==> src/rtl/nvdata_pkg.sv <==
package nvdata_pkg;

  typedef enum logic [1:0] {
    REG_CTRL   = 2'd0,
    REG_UNLOCK = 2'd1,
    REG_ADDR   = 2'd2,
    REG_DATA   = 2'd3
  } reg_sel_e;

  typedef enum logic [1:0] {
    ULK_IDLE  = 2'd0,
    ULK_HALF  = 2'd1,
    ULK_ARMED = 2'd2
  } ulk_state_e;

  localparam logic [7:0] KEY_FIRST  = 8'h55;
  localparam logic [7:0] KEY_SECOND = 8'hAA;

  localparam int unsigned BIT_RD   = 0;
  localparam int unsigned BIT_WR   = 1;
  localparam int unsigned BIT_WREN = 2;
  localparam int unsigned BIT_ERR  = 3;

endpackage

==> src/rtl/nvdata_unlock.sv <==
module nvdata_unlock
  import nvdata_pkg::*;
#(
  parameter int unsigned DW = 8
) (
  input  logic          clk,
  input  logic          rst_n,
  input  logic          clr,
  input  logic          bus_we,
  input  logic          sel_unlock,
  input  logic [DW-1:0] wdata,
  output logic          armed
);

  ulk_state_e state_q;
  ulk_state_e state_d;

  always_comb begin
    state_d = state_q;
    if (clr) begin
      state_d = ULK_IDLE;
    end else if (bus_we) begin
      if (sel_unlock && (wdata[7:0] == KEY_FIRST)) begin
        state_d = ULK_HALF;
      end else if (sel_unlock && (state_q == ULK_HALF) && (wdata[7:0] == KEY_SECOND)) begin
        state_d = ULK_ARMED;
      end else begin
        state_d = ULK_IDLE;
      end
    end
  end

  always_ff @(posedge clk or negedge rst_n) begin
    if (!rst_n) begin
      state_q <= ULK_IDLE;
    end else begin
      state_q <= state_d;
    end
  end

  assign armed = (state_q == ULK_ARMED);

endmodule

==> src/rtl/nvdata_timer.sv <==
module nvdata_timer #(
  parameter int unsigned WR_CYCLES = 16
) (
  input  logic clk,
  input  logic rst_n,
  input  logic clr,
  input  logic start,
  output logic busy,
  output logic finish
);

  localparam int unsigned CW = (WR_CYCLES > 2) ? $clog2(WR_CYCLES) : 1;
  localparam logic [CW-1:0] LAST = CW'(WR_CYCLES - 1);

  logic [CW-1:0] cnt_q, cnt_d;
  logic          busy_q, busy_d;
  logic          cnt_en;

  assign finish = busy_q && (cnt_q == LAST);
  assign cnt_en = clr || start || busy_q;

  always_comb begin
    cnt_d  = cnt_q;
    busy_d = busy_q;
    if (clr) begin
      cnt_d  = '0;
      busy_d = 1'b0;
    end else if (start) begin
      cnt_d  = '0;
      busy_d = 1'b1;
    end else if (finish) begin
      cnt_d  = '0;
      busy_d = 1'b0;
    end else if (busy_q) begin
      cnt_d  = cnt_q + 1'b1;
    end
  end

  always_ff @(posedge clk or negedge rst_n) begin
    if (!rst_n) begin
      cnt_q  <= '0;
      busy_q <= 1'b0;
    end else if (cnt_en) begin
      cnt_q  <= cnt_d;
      busy_q <= busy_d;
    end
  end

  assign busy = busy_q;

endmodule

==> src/rtl/nvdata_array.sv <==
module nvdata_array #(
  parameter int unsigned DEPTH = 128,
  parameter int unsigned DW    = 8,
  localparam int unsigned AW   = $clog2(DEPTH)
) (
  input  logic          clk,
  input  logic          we,
  input  logic [AW-1:0] addr,
  input  logic [DW-1:0] wdata,
  output logic [DW-1:0] rdata
);

  logic [DW-1:0] mem [DEPTH];

  always_ff @(posedge clk) begin
    if (we) begin
      mem[addr] <= wdata;
    end
  end

  assign rdata = mem[addr];

endmodule

==> src/rtl/nvdata_ctrl.sv <==
module nvdata_ctrl
  import nvdata_pkg::*;
#(
  parameter int unsigned DEPTH     = 128,
  parameter int unsigned DW        = 8,
  parameter int unsigned WR_CYCLES = 16
) (
  input  logic          clk,
  input  logic          rst_n,
  input  logic          warm_rst,
  input  logic [1:0]    reg_addr,
  input  logic          reg_we,
  input  logic [DW-1:0] reg_wdata,
  output logic [DW-1:0] reg_rdata,
  output logic          done_flag,
  input  logic          done_clr
);

  localparam int unsigned AW = $clog2(DEPTH);

  // reset: asynchronous assertion, synchronous release
  logic [1:0] rst_sync_q;
  logic       rst_int_n;

  always_ff @(posedge clk or negedge rst_n) begin
    if (!rst_n) begin
      rst_sync_q <= 2'b00;
    end else begin
      rst_sync_q <= {rst_sync_q[0], 1'b1};
    end
  end
  assign rst_int_n = rst_sync_q[1];

  reg_sel_e sel;
  assign sel = reg_sel_e'(reg_addr);

  logic          rd_q, rd_d;
  logic          wr_q, wr_d;
  logic          wren_q, wren_d;
  logic          err_q, err_d;
  logic          done_q, done_d;
  logic [AW-1:0] addr_q, addr_d;
  logic [DW-1:0] data_q, data_d;

  logic          sw_we;
  logic          armed;
  logic          start_wr;
  logic          t_busy;
  logic          t_finish;
  logic          commit;
  logic [DW-1:0] arr_rdata;

  // writes are gated off for the whole timed write
  assign sw_we    = reg_we && !wr_q && !warm_rst;
  assign start_wr = sw_we && (sel == REG_CTRL) && armed && wren_q && reg_wdata[BIT_WR];
  assign commit   = t_finish && !warm_rst;

  nvdata_unlock #(.DW(DW)) u_unlock (
    .clk        (clk),
    .rst_n      (rst_int_n),
    .clr        (warm_rst || wr_q),
    .bus_we     (sw_we),
    .sel_unlock (sel == REG_UNLOCK),
    .wdata      (reg_wdata),
    .armed      (armed)
  );

  nvdata_timer #(.WR_CYCLES(WR_CYCLES)) u_timer (
    .clk    (clk),
    .rst_n  (rst_int_n),
    .clr    (warm_rst),
    .start  (start_wr),
    .busy   (t_busy),
    .finish (t_finish)
  );

  nvdata_array #(.DEPTH(DEPTH), .DW(DW)) u_array (
    .clk   (clk),
    .we    (commit),
    .addr  (addr_q),
    .wdata (data_q),
    .rdata (arr_rdata)
  );

  always_comb begin
    rd_d   = rd_q;
    wr_d   = wr_q;
    wren_d = wren_q;
    err_d  = err_q;
    addr_d = addr_q;
    data_d = data_q;
    if (warm_rst) begin
      err_d  = err_q || wr_q;
      rd_d   = 1'b0;
      wr_d   = 1'b0;
      wren_d = 1'b0;
      addr_d = '0;
      data_d = '0;
    end else begin
      if (commit) begin
        wr_d  = 1'b0;
        err_d = 1'b0;
      end
      if (rd_q) begin
        rd_d   = 1'b0;
        data_d = arr_rdata;
      end
      if (sw_we) begin
        unique case (sel)
          REG_CTRL: begin
            if (reg_wdata[BIT_RD]) rd_d = 1'b1;
            if (start_wr)          wr_d = 1'b1;
            wren_d = reg_wdata[BIT_WREN];
            err_d  = reg_wdata[BIT_ERR];
          end
          REG_ADDR:   addr_d = reg_wdata[AW-1:0];
          REG_DATA:   data_d = reg_wdata;
          REG_UNLOCK: ;
          default:    ;
        endcase
      end
    end
  end

  always_comb begin
    done_d = done_q;
    if (done_clr) done_d = 1'b0;
    if (commit)   done_d = 1'b1;
  end

  always_ff @(posedge clk or negedge rst_int_n) begin
    if (!rst_int_n) begin
      rd_q   <= 1'b0;
      wr_q   <= 1'b0;
      wren_q <= 1'b0;
      err_q  <= 1'b0;
      done_q <= 1'b0;
      addr_q <= '0;
      data_q <= '0;
    end else begin
      rd_q   <= rd_d;
      wr_q   <= wr_d;
      wren_q <= wren_d;
      err_q  <= err_d;
      done_q <= done_d;
      addr_q <= addr_d;
      data_q <= data_d;
    end
  end

  always_comb begin
    reg_rdata = '0;
    unique case (sel)
      REG_CTRL: begin
        reg_rdata[BIT_RD]   = rd_q;
        reg_rdata[BIT_WR]   = wr_q;
        reg_rdata[BIT_WREN] = wren_q;
        reg_rdata[BIT_ERR]  = err_q;
      end
      REG_ADDR:   reg_rdata = {{(DW-AW){1'b0}}, addr_q};
      REG_DATA:   reg_rdata = data_q;
      REG_UNLOCK: reg_rdata = '0;
      default:    reg_rdata = '0;
    endcase
  end

  assign done_flag = done_q;

  logic unused_busy;
  assign unused_busy = t_busy;

endmodule

==> config.mk <==
export PLATFORM = sky130hd
export DESIGN_NAME = nvdata_ctrl
export DESIGN_NICKNAME = d
export VERILOG_FILES = /design/src/rtl/nvdata_pkg.sv /design/src/rtl/nvdata_unlock.sv /design/src/rtl/nvdata_timer.sv /design/src/rtl/nvdata_array.sv /design/src/rtl/nvdata_ctrl.sv
export SDC_FILE = /design/constraint.sdc
export NUM_CORES = 1
export LEC_CHECK = 0
export ABC_CLOCK_PERIOD_IN_PS = 4800
export BUFFER_PORTS_ARGS = -buffer_cell sky130_fd_sc_hd__clkbuf_2
export CORE_ASPECT_RATIO = 0.9
export CORE_UTILIZATION = 39
export DETAILED_ROUTE_END_ITERATION = 8
export PLACE_DENSITY = 0.61
export REMOVE_ABC_BUFFERS = 1
export SLEW_MARGIN = 20
export SYNTH_ARGS = -nofsm -noshare
export SYNTH_HDL_FRONTEND = slang
export SYNTH_HIERARCHICAL = 1
export SYNTH_SLANG_ARGS = --single-unit
==> constraint.sdc <==
create_clock -name clk -period 4.8 [get_ports clk]
set_input_delay 0.96 -clock clk [delete_from_list [all_inputs] [get_ports clk]]
set_output_delay 0.96 -clock clk [all_outputs]
set_load 0.01 [all_outputs]
# [Yosys cells after proc, flatten, opt, wreduce, memory -nomap -nowiden]
# Memory sizes are Yosys's and may differ from the RTL's.
# Cells that the tools add are included.
[word_totals] output_inout_bits=9 ram_bits=1024 in_bits=15 reg_bits=29 word_cells=90 n_memories=1
[op_classes] n_reduce_logical=29 mux=40 eq_ne=8 addsub=1
[memory_table] memory="u_array.mem" depth=128 width=8 rd=1 rd_clocked_by_memory_dff=0 write_ports=1 line_no="nvdata_array.sv:13" source="logic [DW-1:0] mem [DEPTH];"
[op_table] cell="$mux W8" n=4
[op_table] cell="$mux W1" n=23
[op_table] cell="$mux W7" n=3
[op_table] cell="$mux W4" n=4
[op_table] cell="$pmux W4 S4" n=1
[op_table] cell="$logic_and A1 B1 Y1" n=11
[op_table] cell="$reduce_bool A2 Y1" n=5
[op_table] cell="$eq A8 B7 Y1 const B" n=1
[op_table] cell="$eq A8 B8 Y1 const B" n=1
[op_table] cell="$mux W2" n=4
[op_table] cell="$pmux W4 S2" n=1
[op_table] cell="$reduce_and A2 Y1" n=4
[op_table] cell="$eq A2 B2 Y1 const B" n=3
[op_table] cell="$add A4 B1 Y4 const B" n=1
[op_table] cell="$eq A2 B1 Y1 const B" n=2
[op_table] cell="$eq A4 B4 Y1 const B" n=1
[op_table] cell="$logic_or A1 B1 Y1" n=4
[op_table] cell="$reduce_bool A4 Y1" n=1
[op_table] cell="$reduce_bool A3 Y1" n=1
[op_table] cell="$logic_not A1 Y1" n=2
[op_table] cell="$logic_not A2 Y1" n=1

# [Longest topological paths before layout]
# Gate-level depths: netlist of the first run.
[logic_depth] ltp_word=11 depth_mapped=14 depth_no_buf=10

# [Modules after synthesis]
# Netlist of the first run, hierarchy kept.
[modules_own_cells] module="nvdata_array" cells_each=2467 instances=1 area_each_um2=40273.6
[modules_own_cells] module="nvdata_ctrl" cells_each=116 instances=1 area_each_um2=1201.2
[modules_own_cells] module="nvdata_timer" cells_each=25 instances=1 area_each_um2=251.5
[modules_own_cells] module="nvdata_unlock" cells_each=15 instances=1 area_each_um2=138.9

# [Worst setup path before layout of the first run]
# No wires, ideal clock.
[synth_path] path_kind="flip-flop to output port" start="register data_q[4]" end="output port reg_rdata[4]" arrival_ns=2.212 t_required_ns=3.840 slack_ns=1.628 stages_incl_launch_ff=3 cell_sequence="dfrtp_1 -> mux2i_1 -> nor2b_1"
[synth_via] elab_chain_cells=1
[synth_rtl] item="start: declaration" line_no="nvdata_ctrl.sv:43" source="logic [DW-1:0] data_q, data_d;"
[synth_rtl] item="start signal: assignment" line_no="nvdata_ctrl.sv:147" source="data_q <= data_d;"
[synth_rtl] item="$pmux W4 S2" line_no="nvdata_ctrl.sv:153" source="unique case (sel)"
[synth_rtl] item="end: declaration" line_no="nvdata_ctrl.sv:14" source="output logic [DW-1:0] reg_rdata,"
# No other way between the ends.

# [Worst setup path in the final report of the first run]
[layout_path] start="register addr_q[1]" end="register data_q[0]"
[layout_via] elab_chain_cells=5
[layout_rtl] item="start: declaration" line_no="nvdata_ctrl.sv:42" source="logic [AW-1:0] addr_q, addr_d;"
[layout_rtl] item="start signal: assignment" line_no="nvdata_ctrl.sv:146" source="addr_q <= addr_d;"
[layout_rtl] item="$mem_v2 Z128 W8 *"
[layout_rtl] item="net arr_rdata[0]" line_no="nvdata_ctrl.sv:51" source="logic [DW-1:0] arr_rdata;"
[layout_rtl] item="$mux W8 *" line_no="nvdata_ctrl.sv:104" source="if (rd_q) begin"
[layout_rtl] item="$mux W8" line_no="nvdata_ctrl.sv:109" source="unique case (sel)"
[layout_rtl] item="$mux W8 *" line_no="nvdata_ctrl.sv:108" source="if (sw_we) begin"
[layout_rtl] item="$mux W8 *" line_no="nvdata_ctrl.sv:92" source="if (warm_rst) begin"
[layout_rtl] item="net data_d[0]" line_no="nvdata_ctrl.sv:43"
# Mark *: on every way through the listed nets, which the timed path passes. The rest lies on a longest branch.
# A chain may end at the register's enable or synchronous reset.

==> flow_metrics.py, run 1 <==
metrics = {
    "run_status": {
        "status": "completed",
    },
    "synth": {
        "yosys.area_share.simple_pct": 5.23,
        "synth_top_family_by_area": "compound AO/OA/AOI/OAI gates",
        "syn_avg_cell_area_um2": 16.0,
        "yosys_register_bits": 1053,
        "synth_cell_types": 80,
        "yosysMostFrequentCell": "edfxtp_1",
        "synthTopCellsByArea": "edfxtp_1, a221oi_1, nor2_1",
        "yosysWarningCount": 6,
        "synth_xor_area_share_pct": 0.0209,
        "synth_compound_area_share_pct": 12.4,
        "ys_seq_area_share_pct": 75.2,
        "yosys.area.top_type_share_pct": 73.4,
        "synth_mux_area_share_pct": 4.52,
        "syn_inst": 2623,
        "synth_area_mm2": 0.0419,
        "synthAdderAreaFrac_pct": 0.0299,
        "synth_top_flop_cell": "edfxtp_1",
        "netlist_top_cells_count": "edfxtp_1, nor2_1, a221oi_1",
        "synth-edff-count": 1024,
        "yosys.area.top_type": "edfxtp_1",
        "synthArstFlopShare_pct": 2.75,
    },
    "detailed_routing": {
        "vias_per_cell": 6.34,
        "wl_mm": 128,
        "ant_nets": 0,
        "dr.first_iter.drc_count": 4059,
        "drtPass1Iterations": 6,
        "wl_per_cell_um": 30.8,
        "num_vias": 26300,
        "drc": 0,
    },
    "grt": {
        "grt_max_degree": 101,
        "use_met1_pct": 33.0,
        "grt_usage_pct": 23.1,
        "grt_pass1_wl_mm": 183,
        "use_met2_pct": 34.4,
        "antenna_found_initial": 2,
        "overflow": 0,
        "top_usage_layer": "met2",
        "grt_pass1_vias": 25200,
        "met3_usage_pct": 5.66,
    },
    "cts": {
        "htreeDepth": 3,
        "cts_buffers": 102,
        "post_cts_buffers": 0,
        "clk_pin_slew_ps": 60,
        "root_buffer": "clkbuf_16",
        "cts_tree": "built",
        "ctsResizeCount": 0,
        "cts_buffer_depth": 3,
        "worstSkewPairLatency_ps": 680,
        "holdBufCountCts": 0,
        "clkSinkCount": 1053,
    },
    "critical_path": {
        "cp_num_cells": 11,
        "crit_path_end_kind": "flop",
        "crit_type": "flop to flop",
        "crit_slowest_cell": "dfrtp_4",
        "reg2reg_depth": 11,
        "critical_path_buf_inv_count": 2,
        "crit_fanout": 35,
        "crit_family": "compound AO/OA/AOI/OAI gates",
        "path_cells": "clkinv_2 -> nand2_1 -> buf_4 -> o22ai_1 -> a221oi_1 -> o22ai_1 -> o41ai_1 -> nand4_1 -> mux2i_1 -> nor2_1 -> mux2_2",
        "required_ps": 5360,
        "cp_data_arrival_time_ps": 4710,
        "crit_path_start_kind": "flop",
        "path_common_cell": "o22ai_1",
        "max_stage_delay_ps": 800,
    },
    "finish": {
        "n_fill_cell": 9078,
        "stdcell_area_mm2": 0.0472,
        "areaGrowthSynthToFinish_pct": 12.6,
        "stdcell_count": 4143,
        "final_nets": 2696,
        "diodes": 0,
        "post-route-util_pct": 44.5,
        "drive_above_1_share_pct": 15.1,
    },
    "die": {
        "fp.coreArea_mm2": 0.106,
        "io_pins": 24,
        "die_y_um": 313,
        "rows": 113,
        "die_w_um": 347,
        "dieArea_mm2": 0.109,
        "start_util_pct": 39.5,
    },
    "placed_design": {
        "gp_congestion": 0.904,
        "place.detailed.hpwl_mm": 77.2,
        "dpl.cell_count": 3955,
        "dpl-instance-area_mm2": 0.0438,
        "io_buffers": 23,
    },
    "timing": {
        "slew-limit-headroom_pct": 22.7,
        "tightest_slew_ps": 1150,
        "final.setup_skew_ps": 30.0,
        "fin_crit_ps": 4150,
        "setup_viol": 0,
        "hold_viol": 0,
        "slew_violations": 0,
        "rsz0062_at_grt": "no",
        "min_period_over_period_pct": 86.5,
        "max_freq_mhz": 241,
    },
    "pwr": {
        "peakVddDrop_mv": 0.272,
        "power_leakage_nw": 14.9,
        "powerDensity_mw_per_mm2": 402,
    },
    "job": {
        "cap_violations": 0,
    },
    "worst_hold_path": {
        "hp-class": "input pin to asynchronous set/reset pin",
    },
}
-- cell usage in the layout (no fill, tap or decap), drive strengths merged, types with 4 or more instances in the layout --
| master | Yosys | final |
|---|---|---|
| o22a | 11 | 11 |
| buf | 127 | 131 |
| o2bb2ai | 4 | 4 |
| mux2 | 71 | 71 |
| bufinv | 0 | 12 |
| o21ai | 87 | 87 |
| nand2 | 113 | 113 |
| or3 | 6 | 6 |
| clkinv | 0 | 53 |
| a211oi | 10 | 10 |
| clkbuf | 74 | 143 |
| nor2 | 264 | 264 |
| mux4 | 11 | 11 |
| a221o | 20 | 20 |
| nor3 | 21 | 21 |
| nand3 | 20 | 20 |
| edfxtp | 1024 | 1024 |
| a221oi | 226 | 226 |
| o31ai | 8 | 8 |
| inv | 9 | 10 |
| a22oi | 74 | 74 |
| nand2b | 10 | 10 |
| and2 | 10 | 10 |
| o211ai | 11 | 11 |
| mux2i | 84 | 84 |
| nor2b | 21 | 21 |
| o22ai | 25 | 25 |
| dfrtp | 29 | 29 |
| a21oi | 127 | 127 |
| o221ai | 18 | 18 |
| a2bb2oi | 4 | 4 |
| nand4 | 10 | 10 |
| a22o | 41 | 41 |
-- layout make-up --
cell class	count	area (µm²)	share of cell area (%)
multi-input combinational	1360	9340	19.8
timing repair buffer	154	1230	2.61
tap	1380	1730	3.66
clock buffer	120	2660	5.65
inverter	9	35.0	0.0743
sequential	1053	31500	66.8
clock inverter	67	641	1.36
-- power breakdown --
part / internal [mW] / switching, mW
Sequential: 10.1 / 0.0824
Combinational: 0.219 / 0.551
Clock: 4.60 / 3.41
-- worst paths after layout --
kind | slack [ps] | to | startpoint
hold reg to reg | 260 | addr_q[5] | rst_sync_q[1]
setup / recovery | 650 | data_q[0] | addr_q[1]
setup reg to reg | 650 | data_q[0] | addr_q[1]
min in group clk | 350 | rst_sync_q[1] | rst_sync_q[0]
max in group asynchronous | 4190 | data_q[2] | rst_sync_q[1]
hold / removal | 70 | rst_sync_q[0] | rst_n
-- routing by layer --
| layer | up-vias | wire length [µm] |
|---|---|---|
| met3 | 310 | 15600 |
| met1 | 13400 | 50600 |
| met4 | 4 | 5070 |
| met5 | - | 27 |
| li1 | 10700 | - |
| met2 | 1784 | 56200 |
-- cell families after synthesis --
family,Yosys count
XOR/XNOR,1
other,1
AND/OR/NAND/NOR,494
buffers and inverters,210
multiplexers,166
AO/OA/AOI/OAI,697
flip-flops,1053
adder cells (fa/ha/maj),1
-- registers in the layout, summed over array words and instances, names as in the netlist --
name	count
u_array/mem	1024
data_q	8
addr_q	7
u_timer/cnt_q	4
rst_sync_q	2
u_unlock/state_q	2
done_flag	1
err_q	1
rd_q	1
u_timer/busy	1
wr_q	1
wren_q	1
-- per-stage QoR --
step                hold slack, ps  worst slack (ps)  power (mW)   TNS, ps
floorplan                      331             -5990        10.7  -1980460
global placement               266               871        11.1         0
detailed placement             270               777        11.1         0
CTS                           42.1               764        19.0         0
global route                  54.0               618        19.4         0
finish                        69.3               649        18.9         0
(Power assumes the default switching activity.)
==> run 2: changes to the inputs <==
- ABC_CLOCK_PERIOD_IN_PS: 4800 -> 3910
- clock period: 4.8 -> 3.91 ns (I/O delays scaled with it)
==> run 2 against run 1 <==
Against the previous run:
- via count increased by 0.85%
- largest cell class unchanged
- sequential share of layout area decreased by 1.2 points
- routed wire length decreased by 0.52%
- final area increased by 1.8%
- final cell count increased by 2.4%
- sequential cell count unchanged
- worst hold slack improved by 220 ps
- first-iteration DRC count decreased by 17%
- critical path type unchanged
==> flow_metrics.py, run 2 (same netlist as run 1, synthesis figures left out) <==
metrics = {
    "timing": {
        "slew_violations": 0,
        "hold_viol": 0,
        "min_period_over_period_pct": 97.6,
        "rsz0062_at_grt": "no",
        "fin_crit_ps": 3820,
        "setup_slack_ps": 93.3,
        "tightest_slew_ps": 1110,
        "setup_viol": 0,
        "max_freq_mhz": 262,
        "finalSetupTns_ps": 0,
        "slew-limit-headroom_pct": 26.1,
        "final.setup_skew_ps": 31.2,
    },
    "critical_path": {
        "crit_fanout": 22,
        "required_ps": 4480,
        "crit_path_start_kind": "flop",
        "crit_type": "flop to flop",
        "crit_path_end_kind": "flop",
        "cp_data_arrival_time_ps": 4390,
    },
    "finish": {
        "layout_commonest_cell": "edfxtp_1",
        "stdcell_area_mm2": 0.0480,
        "n_fill_cell": 9044,
        "largest_reg_flops": 1024,
        "post-route-util_pct": 45.3,
        "final_nets": 2794,
        "drive_above_1_share_pct": 18.1,
        "final_cell_mix": "edfxtp_1, nor2_1, a221oi_1, buf_4, a21oi_1",
        "top_register": "u_array/mem",
        "top_regs": "u_array/mem x1024, data_q x8, addr_q x7",
        "areaGrowthSynthToFinish_pct": 14.6,
    },
    "placed_design": {
        "gp_congestion": 0.915,
        "place.detailed.hpwl_mm": 77.9,
        "pre_cts_ws_ps": -201,
        "dpl-instance-area_mm2": 0.0447,
        "io_buffers": 23,
    },
    "grt": {
        "grt_usage_pct": 23.0,
        "grt_max_degree": 98,
        "overflow": 0,
        "grt_pass1_wl_mm": 183,
        "antenna_found_initial": 2,
        "grt_pass1_vias": 25600,
    },
    "detailed_routing": {
        "num_vias": 26500,
        "ant_nets": 0,
        "dr.first_iter.drc_count": 3381,
        "wl_mm": 127,
        "vias_per_cell": 6.24,
        "drtPass1Iterations": 6,
        "drc": 0,
        "wl_per_cell_um": 29.9,
    },
    "pwr": {
        "power.internal_mw": 18.1,
        "clockPowerShare_pct": 41.5,
        "peakVddDrop_mv": 0.301,
        "powerDensity_mw_per_mm2": 480,
        "combPwrFrac_pct": 4.4,
        "p_seq_share_pct": 54.0,
        "total_power_mw": 23.0,
        "p_sw_mw": 4.96,
        "swShare_pct": 21.5,
        "power_leakage_nw": 15.4,
    },
    "cts": {
        "htreeDepth": 3,
        "root_buffer": "clkbuf_16",
        "clk_pin_slew_ps": 60,
        "cts_buffer_depth": 3,
        "cts_tree": "built",
        "cts_buffers": 101,
        "clkSinkCount": 1053,
        "worstSkewPairLatency_ps": 690,
        "post_cts_buffers": 0,
    },
    "worst_hold_path": {
        "hp-class": "input pin to flop",
    },
    "job": {
        "cap_violations": 0,
    },
    "die": {
        "start_util_pct": 39.5,
        "rows": 113,
        "dieArea_mm2": 0.109,
        "die_w_um": 347,
        "io_pins": 24,
        "fp.coreArea_mm2": 0.106,
        "die_y_um": 313,
    },
    "run_status": {
        "status": "completed",
    },
}
run 2: power groups by stage:
stage          logic, mW  registers [mW]  clock network (mW)
3_3_place_gp       0.981            12.7                   0
5_1_grt             1.06            12.4                10.1
6_report            1.02            12.4                9.57
2_1_floorplan      0.421            12.8                   0
3_5_place_dp       0.992            12.7                   0
4_1_cts            0.997            12.4                9.68
run 2: final timing paths:
path	start	endpoint	slack (ps)	cells after the start
min in group asynchronous	rst_sync_q[1]	u_unlock/state_q[1]	360	0
max	addr_q[2]	data_q[6]	90	11
min	done_clr	done_flag	290	2
max in group asynchronous	rst_sync_q[1]	addr_q[1]	2750	1
min reg2reg	rst_sync_q[1]	u_unlock/state_q[1]	360	0
max reg2reg	addr_q[2]	data_q[6]	90	11
run 2: worst max-delay path, stage by stage (launching register included):
cell and delay [ps]:
dfrtp_4 600, and2_4 330, buf_12 220, a221oi_1 300, nor2_1 90, o21ai_0 460, nand2_1 260, a2111oi_2 750
nand4_1 150, mux2i_1 190, nor2_1 60, mux2_2 270
run 2: layout make-up:
type                    count  area [µm²]  share of cell area (%)
diodes                      1        2.50                 0.00521
flip-flops and latches   1053       31500                    65.7
clock inverters            59         526                    1.09
repair buffers            253        2160                    4.50
well taps                1380        1730                    3.60
clock buffers             128        2690                    5.61
multi-input cells        1360        9330                    19.4
inverters                   9        35.0                  0.0730
run 2: timing repair:
action	CTS	global route
hold buffers	1	0
gates cloned	0	0
endpoints found under the hold margin	2	0
resized for setup	1	1
pin swaps	0	0
setup endpoints to repair	1	1
run 2: metal layers:
metal	GRT usage, %	up-vias	part of all wire, %	wire length [µm]
li1	-	10900	-	-
met1	32.7	13600	40	51200
met2	34.7	1667	45	57000
met3	5.38	281	11	13800
met4	8.24	4	3.8	4880
met5	0	-	0.027	34
run 2: through the flow:
stage | hold slack, ps | cells
after floorplan | 331 | 2422
after global placement | 336 | 4053
after detailed placement | 347 | 4053
after CTS | 251 | 4241
after global routing | 277 | 4242
final | 290 | 4243
